`config.mk`:
```
export PLATFORM = sky130hd
export DESIGN_NAME = pix_frame_packer
export DESIGN_NICKNAME = d
export VERILOG_FILES = /design/src/rtl/pfp_pkg.sv /design/src/rtl/pfp_control.sv /design/src/rtl/pfp_datapath.sv /design/src/rtl/pix_frame_packer.sv
export SDC_FILE = /design/constraint.sdc
export NUM_CORES = 1
export LEC_CHECK = 0
export BUFFER_PORTS_ARGS = -buffer_cell sky130_fd_sc_hd__buf_2
export CAP_MARGIN = 40
export CORE_ASPECT_RATIO = 1.5
export CORE_MARGIN = 5
export CORE_UTILIZATION = 51
export CTS_BUF_LIST = sky130_fd_sc_hd__clkbuf_8
export CTS_CLUSTER_DIAMETER = 60
export DETAILED_ROUTE_END_ITERATION = 8
export GPL_ROUTABILITY_DRIVEN = 0
export PLACE_DENSITY_LB_ADDON = 0.08
export SETUP_SLACK_MARGIN = 0.3
export SLEW_MARGIN = 40
export SYNTH_ARGS = -nofsm -noshare
export SYNTH_HDL_FRONTEND = slang
export SYNTH_SLANG_ARGS = --single-unit
```
`constraint.sdc`:
```
create_clock -name clk -period 2.65 [get_ports clk]
set_input_delay 0.6625 -clock clk [delete_from_list [all_inputs] [get_ports clk]]
set_output_delay 0.6625 -clock clk [all_outputs]
set_load 0.01 [all_outputs]
```
`src/rtl/pfp_pkg.sv`:
```
package pfp_pkg;
  localparam int COLOR_IN_W  = 8;
  localparam int COLOR_OUT_W = 6;
  localparam int TAG_W       = 2;
  localparam int NUM_CH      = 3;

  // Strobes from control to datapath
  typedef struct packed {
    logic             load;
    logic [TAG_W-1:0] tag;
    logic             sof;
  } pfpStrobe_t;
endpackage

```
`src/rtl/pfp_control.sv`:
```
module pfp_control
  import pfp_pkg::*;
(
  input  logic       clk,
  input  logic       rstN,
  input  logic       pixelValid,
  input  logic       vsIn,
  output pfpStrobe_t ctl
);
  logic [TAG_W-1:0] seqCnt;
  logic             lastVs;

  always_ff @(posedge clk) begin
    if (!rstN) begin
      seqCnt <= '0;
      lastVs <= 1'b0;
    end else if (pixelValid) begin
      seqCnt <= seqCnt + 1'b1;
      lastVs <= vsIn;
    end
  end

  always_comb begin
    ctl.load = pixelValid;
    ctl.tag  = seqCnt;
    ctl.sof  = vsIn & ~lastVs;
  end

  AST_TAG_STEP: assert property (@(posedge clk) disable iff (!rstN)
    pixelValid |=> seqCnt == TAG_W'($past(seqCnt) + 1'b1));
  AST_TAG_HOLD: assert property (@(posedge clk) disable iff (!rstN)
    !pixelValid |=> $stable(seqCnt));
endmodule

```
`src/rtl/pfp_datapath.sv`:
```
module pfp_datapath
  import pfp_pkg::*;
#(
  parameter int IN_W  = COLOR_IN_W,
  parameter int OUT_W = COLOR_OUT_W,
  localparam int RGB_W   = NUM_CH * IN_W,
  localparam int COLOR_W = NUM_CH * OUT_W,
  localparam int FRAME_W = COLOR_W + 3 + TAG_W + 1
)(
  input  logic               clk,
  input  logic               rstN,
  input  pfpStrobe_t         ctl,
  input  logic [RGB_W-1:0]   rgbIn,
  input  logic               vsIn,
  input  logic               hsIn,
  input  logic               deIn,
  output logic               frameValid,
  output logic [FRAME_W-1:0] frameWord,
  output logic               sofPulse
);
  logic [COLOR_W-1:0]   colorBits;
  logic [FRAME_W-2:0]   body;
  logic                 parityBit;

  // Bypass path: keep the MSBs of each channel
  for (genvar ch = 0; ch < NUM_CH; ch++) begin : g_trunc
    assign colorBits[ch*OUT_W +: OUT_W] = rgbIn[ch*IN_W + (IN_W-OUT_W) +: OUT_W];
  end

  assign body      = {colorBits, vsIn, hsIn, deIn, ctl.tag};
  assign parityBit = ~(^body);

  always_ff @(posedge clk) begin
    if (!rstN) begin
      frameValid <= 1'b0;
      sofPulse   <= 1'b0;
      frameWord  <= '0;
    end else begin
      frameValid <= ctl.load;
      sofPulse   <= ctl.load & ctl.sof;
      if (ctl.load) frameWord <= {body, parityBit};
    end
  end

  AST_FRAME_FOLLOWS_LOAD: assert property (@(posedge clk) disable iff (!rstN)
    ctl.load |=> frameValid);
  AST_IDLE_QUIET: assert property (@(posedge clk) disable iff (!rstN)
    !ctl.load |=> !frameValid && $stable(frameWord));
  AST_ODD_PARITY: assert property (@(posedge clk) disable iff (!rstN)
    frameValid |-> (^frameWord) == 1'b1);
  AST_TAG_CARRIED: assert property (@(posedge clk) disable iff (!rstN)
    ctl.load |=> frameWord[TAG_W:1] == $past(ctl.tag));
  AST_SOF_WITH_FRAME: assert property (@(posedge clk) disable iff (!rstN)
    sofPulse |-> frameValid);
endmodule

```
`src/rtl/pix_frame_packer.sv`:
```
module pix_frame_packer
  import pfp_pkg::*;
(
  input  logic        clk,
  input  logic        rstN,
  input  logic        pixelValid,
  input  logic        ditherEn,
  input  logic [23:0] rgbIn,
  input  logic        vsIn,
  input  logic        hsIn,
  input  logic        deIn,
  output logic        frameValid,
  output logic [23:0] frameWord,
  output logic        sofPulse
);
  pfpStrobe_t ctl;

  // Only the bypass colour path exists; the request is accepted and dropped.
  logic unusedDither;
  assign unusedDither = ditherEn;

  pfp_control u_ctl (
    .clk        (clk),
    .rstN       (rstN),
    .pixelValid (pixelValid),
    .vsIn       (vsIn),
    .ctl        (ctl)
  );

  pfp_datapath u_dp (
    .clk        (clk),
    .rstN       (rstN),
    .ctl        (ctl),
    .rgbIn      (rgbIn),
    .vsIn       (vsIn),
    .hsIn       (hsIn),
    .deIn       (deIn),
    .frameValid (frameValid),
    .frameWord  (frameWord),
    .sofPulse   (sofPulse)
  );

  AST_RESET_FIRST_TAG: assert property (@(posedge clk)
    !rstN ##1 (rstN && pixelValid) |=> frameWord[2:1] == 2'd0);
endmodule

```
==> flow_summary.ini, run 1 <==
[floorplan]
rows = 21
core_region_area_mm2 = 0.00226
fp.dieH_um = 70.1
die_w_um = 50.0
dieArea_mm2 = 0.00351
start_util_pct = 54.3
pin_count = 57

[place]
placed_cell_area_mm2 = 0.00149
numPortBuffers = 49
hpwl_mm = 1.72
pre_cts_slack_ns = 0.687

[cts]
cts_hold_buf = 0
htree_levels = 1
cts_resized = 0
clk_pin_slew_ns = 0.08
clkLatencyLatePin_ns = 0.26
postCtsSetupRepairBufs = 0
cts_tree = yes
cts_root_buf = clkbuf_8
numCtsBuffers = 3
cts_buffer_depth = 2
cts_sinks = 28

[detailed_routing]
drc_errors = 0
topRoutingLayerUsed = met4
wl_per_cell_um = 12.1
wl_mm = 2.20
vias_per_cell = 4.85
wl_met3_um = 173
drt-initial-drc-count = 13
wl_met2_mm = 1.11
drtAntennaViolNets = 0
met1_length_um = 889
via_count = 877
dr.pass1.iters = 2

[cells_and_area]
regArea_um2 = 561
area_growth_pct = 24.5
fillers = 204
postLayoutCellArea_mm2 = 0.00153
layout-drive-gt1-share_pct = 34.8
layout.nets = 191
multiInputGateArea_um2 = 636
diodes = 0

[synth]
yosysMostFrequentCell = dfxtp_1
synth_area_per_cell_um2 = 11.1
synth_top_area_share_pct = 45.7
synth_seq_area_share_pct = 45.7
synth_edf_count = 0
ys_warn_count = 0
yosysUniqueCellTypes = 17
yosysTopAreaCell = dfxtp_1
synthFlopType = dfxtp_1
ys_top_cells_by_count = dfxtp_1 (28), mux2i_1 (22), nor2b_1 (22)
synth_nets = 141
synth_area_mm2 = 0.00123
async_flop_share_pct = 0
synth_area_leaders = dfxtp_1 (46%), mux2i_1 (18%), xnor2_1 (12%), nor2b_1 (11%), xor2_1 (2.9%)
synth-seq-cells = 28
netlist_instances = 110

[worst_setup_path]
crit_type = in2reg
worstSetupEndpointType = flip-flop
critPathLaunchType = primary input
crit_arrival_ns = 1.87
worstPathRequired_ns = 2.85
crit_fanout = 2

[job]
maxCapViolations = 0

[sta]
setup_total_negative_slack_ns = 0
relSlewSlack_pct = 66.8
tightest_slew_ns = 0.498
setup_ws_ns = 0.980
finalCritPeriodShare_pct = 63.0
rsz0062_at_grt = false
hold_violations = 0
fin_crit_ns = 1.67
finClkSkew_ns = 0.00216
fmax_mhz = 599
drv_slew = 0
setup_viol = 0

[grt]
overflow = 0
grt_max_degree = 28
grt_antenna_before_repair = 0
grt.total_usage_pct = 13.4
grt_pass1_vias = 900
grt_pass1_wl_mm = 3.82

[pwr]
peakVddDrop_v = 0.000377
powerDensity_mw_per_mm2 = 594
power_leakage_uw = 0.000750
p_total_uw = 907

[status]
status = completed

[hold_path]
min_path_type = reg2reg
-- layer usage --
metal | vias to the layer above | GRT usage, %
met2 | 28 | 22.4
met3 | 4 | 3.19
li1 | 448 | -
met1 | 397 | 15.7
met5 | - | 0
met4 | 0 | 6.12
-- state kept, by name (all words and copies together), names as in the netlist --
register / count
u_dp.frameValid: 1
u_dp.frameWord: 24
u_ctl.seqCnt: 2
u_dp.sofPulse: 1
-- cell type report --
class	instances	share of cell area [%]
sequential	28	36.7
clock buffer	3	2.70
timing repair buffer	51	17.0
multi-input combinational	76	41.6
tap	23	1.89
-- worst max-delay path, cell delays in order --
cell and delay (ns):
buf_2 0.11, xnor2_1 0.20, xnor2_1 0.17, xnor2_1 0.16
xnor3_1 0.43, a21oi_1 0.14
-- cell usage in the layout (no fill, tap or decap), drive strengths merged --
cell / instances
buf: 51
dfxtp: 28
mux2i: 22
nor2b: 22
xnor2: 18
xor2: 4
and2: 3
clkbuf: 3
nand2: 1
nand2b: 1
a21boi: 1
xnor3: 1
o21ai: 1
a21oi: 1
and3b: 1
-- kinds of logic (layout without fill, tap and decap cells) --
family	Yosys count	count (layout)	share of synthesized area [%]
buffers and inverters	6	54	2.45
muxes	22	22	18.0
xor gates and xnor gates	23	23	18.2
AOI/OAI and AO/OA	3	3	1.43
DFF	28	28	45.7
and+or+nand+nor	28	28	14.3
-- power by group --
part / internal [uW] / leakage (uW) / switching (uW)
logic: 128 / 0.000497 / 96.6
registers: 450 / 0.000231 / 14.8
clock network: 102 / 0.0000216 / 117
-- final timing paths --
kind / slack [ns] / start / to / cells after the start
worst max-delay path: 0.98 / rgbIn[7] / u_dp.frameWord[0] / 6
worst min register to register: 0.49 / u_dp.frameWord[1] / u_dp.frameWord[1] / 2
worst min-delay path: 0.49 / u_dp.frameWord[1] / u_dp.frameWord[1] / 2
worst max register to register: 1.21 / u_ctl.seqCnt[0] / u_dp.frameWord[0] / 5
-- stage by stage --
step	cells	util (%)	hold slack, ns
6_report	181	67.6	0.488
4_1_cts	181	67.6	0.494
3_5_place_dp	178	65.7	0.480
3_3_place_gp	178	65.7	0.472
2_1_floorplan	110	-	0.499
5_1_grt	181	67.6	0.533
(Power assumes the default switching activity.)
==> run 2, diff against run 1 <==
--- a/config.mk
+++ b/config.mk
@@ -5,11 +5,12 @@
 export SDC_FILE = /design/constraint.sdc
 export NUM_CORES = 1
 export LEC_CHECK = 0
+export ABC_AREA = 1
 export BUFFER_PORTS_ARGS = -buffer_cell sky130_fd_sc_hd__buf_2
 export CAP_MARGIN = 40
 export CORE_ASPECT_RATIO = 1.5
 export CORE_MARGIN = 5
-export CORE_UTILIZATION = 51
+export CORE_UTILIZATION = 44
 export CTS_BUF_LIST = sky130_fd_sc_hd__clkbuf_8
 export CTS_CLUSTER_DIAMETER = 60
 export DETAILED_ROUTE_END_ITERATION = 8
==> constraint.sdc (replaced) <==
create_clock -name clk -period 1.5 [get_ports clk]
set_input_delay 0.375 -clock clk [delete_from_list [all_inputs] [get_ports clk]]
set_output_delay 0.375 -clock clk [all_outputs]
set_load 0.01 [all_outputs]
==> flow_summary.ini, run 2 <==
[sta]
fmax_mhz = 825
rsz0062_at_grt = true
setup_total_negative_slack_ns = 0
setup_viol = 0
relSlewSlack_pct = 74.0
finalCritPeriodShare_pct = 80.9
tightest_slew_ns = 0.391
drv_slew = 0
fin_crit_ns = 1.21
finClkSkew_ns = 0.00355
setup_ws_ns = 0.287
hold_violations = 0

[place]
placed_cell_area_mm2 = 0.00167
hpwl_mm = 2.44
numPortBuffers = 49
pre_cts_slack_ns = 0.0787

[worst_setup_path]
critPathLaunch = u_ctl.seqCnt[1]
crit_fanout = 3
crit_type = reg2reg
r2r_start = u_ctl.seqCnt[1]
worstSetupEndpointType = flip-flop
crit_slowest_cell = dfxtp_4
cpMostUsedCell = nand2_1
crit_arrival_ns = 1.39
path_buf_inv = 2
path_delay_family = simple AND/OR/NAND/NOR gates
critPathLaunchType = flip-flop
path_cells = inv_4 -> nand2_2 -> nand2_2 -> nand2_2 -> nand2_2 -> nand2_1 -> nand2_1 -> nand2_1 -> nand2_1 -> nand2_1 -> nand3_1 -> nand2_1 -> inv_1
cpPeakStageDelay_ns = 0.39
worstPathRequired_ns = 1.68

[detailed_routing]
drt-initial-drc-count = 17
dr.pass1.iters = 4
drtAntennaViolNets = 0
drc_errors = 0
vias_per_cell = 4.61
wl_mm = 3.17
via_count = 1410
wl_per_cell_um = 10.4

[synth]
synth-seq-cells = 28
synthFlopType = dfxtp_1
synth_nets = 248
synth_edf_count = 0
yosysUniqueCellTypes = 17
ys_top_cells_by_count = nand2_1 (78), dfxtp_1 (28), inv_1 (24)
synth_area_leaders = dfxtp_1 (40%), nand2_1 (21%), o21ai_0 (7.2%), inv_1 (6.5%), a21oi_1 (6.1%)
synth_area_mm2 = 0.00139
netlist_instances = 217
synth_top_area_share_pct = 40.4
async_flop_share_pct = 0
synth_area_per_cell_um2 = 6.40
ys_warn_count = 0
synth_seq_area_share_pct = 40.4
yosysMostFrequentCell = nand2_1
yosysTopAreaCell = dfxtp_1

[grt]
grt.total_usage_pct = 14.8
grt_antenna_before_repair = 0
grt_pass1_wl_mm = 5.37
grt_max_degree = 27
grt_pass1_vias = 1336
overflow = 0

[floorplan]
pin_count = 57
fp.dieH_um = 78.8
start_util_pct = 44.8
dieArea_mm2 = 0.00440
die_w_um = 55.9
rows = 25
core_region_area_mm2 = 0.00310

[hold_path]
min_path_type = in2reg
min-delay-start = deIn

[cts]
cts_sinks = 28
clk_pin_slew_ns = 0.10
htree_levels = 1
cts_buffer_depth = 2
clkLatencyLatePin_ns = 0.27
numCtsBuffers = 3
cts_root_buf = clkbuf_8
cts_tree = yes
cts_hold_buf = 0

[cells_and_area]
diodes = 0
postLayoutCellArea_mm2 = 0.00178
layout_common_cells = nand2_1 (67), buf_2 (49), dfxtp_1 (26)
layout_commonest_cell = nand2_1
regMostFlops = u_dp.frameWord
fin_util_pct = 57.4
layout-drive-gt1-share_pct = 29.7
reg.largest.list = u_dp.frameWord x24, u_ctl.seqCnt x2
layout.nets = 298
largest_reg_flops = 24
area_growth_pct = 28.0

[pwr]
power_leakage_uw = 0.00102
seq_power_share_pct = 48.7
peakVddDrop_v = 0.000745
power.internal_uw = 1200
power.switching_uw = 497
powerDensity_mw_per_mm2 = 952
comb_power_share_pct = 23.7
p_sw_share_pct = 29.3
clkPwrFrac_pct = 27.7

[job]
maxCapViolations = 0

[status]
status = completed
[run 2: changes by cell type in the layout (fill, tap and decap cells not counted), sizes merged, moves of 13 or more]
| cell | change |
|---|---|
| a21oi | +16 |
| inv | +26 |
| mux2i | -22 |
| nand2 | +78 |
| nor2 | +21 |
| nor2b | -22 |
| o21ai | +23 |
| xnor2 | -13 |
[run 2: worst paths after layout]
check / slack, ns / cells after the start / to
setup / recovery: 0.29 / 13 / u_dp.frameWord[0]
setup reg to reg: 0.29 / 13 / u_dp.frameWord[0]
hold / removal: 0.37 / 3 / u_dp.frameWord[3]
hold reg to reg: 0.45 / 1 / u_dp.sofPulse
[run 2: power by group through the flow]
stage                     Combinational (uW)  Clock, uW  Sequential [uW]
final                                    401        468              823
after global routing                     458        520              832
after CTS                                383        486              823
after detailed placement                 380          0              838
after global placement                   375          0              837
after floorplan                          223          0              861
[run 2: tightest hold or removal path, delay by kind of cell]
kind                   cells  cell delay, ns
buffers and inverters      2            0.16
AOI/OAI and AO/OA          1            0.06
[run 2: cell families after synthesis]
group | Yosys count | share of synthesized area (%)
buffers and inverters | 35 | 10.0
AND/OR/NAND/NOR | 104 | 28.6
XOR/XNOR | 9 | 6.22
AO/OA/AOI/OAI | 41 | 14.8
flip-flops | 28 | 40.4
[run 2: layer usage]
| layer | part of all wire, % | vias up | global-route usage (%) |
|---|---|---|---|
| met5 | 0 | - | 0 |
| met1 | 42 | 615 | 16.0 |
| li1 | - | 766 | - |
| met2 | 52 | 25 | 28.3 |
| met3 | 4.6 | 4 | 2.93 |
| met4 | 1.5 | 0 | 4.99 |
[run 2: final cells by class]
type                       count  area [um2]
timing repair buffer          53         275
tap                           40        50.0
multi-input combinational    154         724
inverter                      27         105
fill                         332        1320
sequential                    28         568
clock buffer                   4        55.1
[run 2: stage by stage]
step	power (uW)	instances	hold WS, ns
4_1_cts	1690	305	0.362
6_report	1690	306	0.371
5_1_grt	1810	306	0.369
3_3_place_gp	1210	301	0.449
2_1_floorplan	1080	217	0.417
3_5_place_dp	1220	301	0.446
[run 2: timing repair]
action / in CTS / in global routing
gates cloned: 0 / 0
hold endpoints to repair: 0 / 0
gates resized for setup: 4 / 15
pin swaps: 0 / 9
buffers inserted: 0 / 1
setup endpoints to repair: 1 / 1
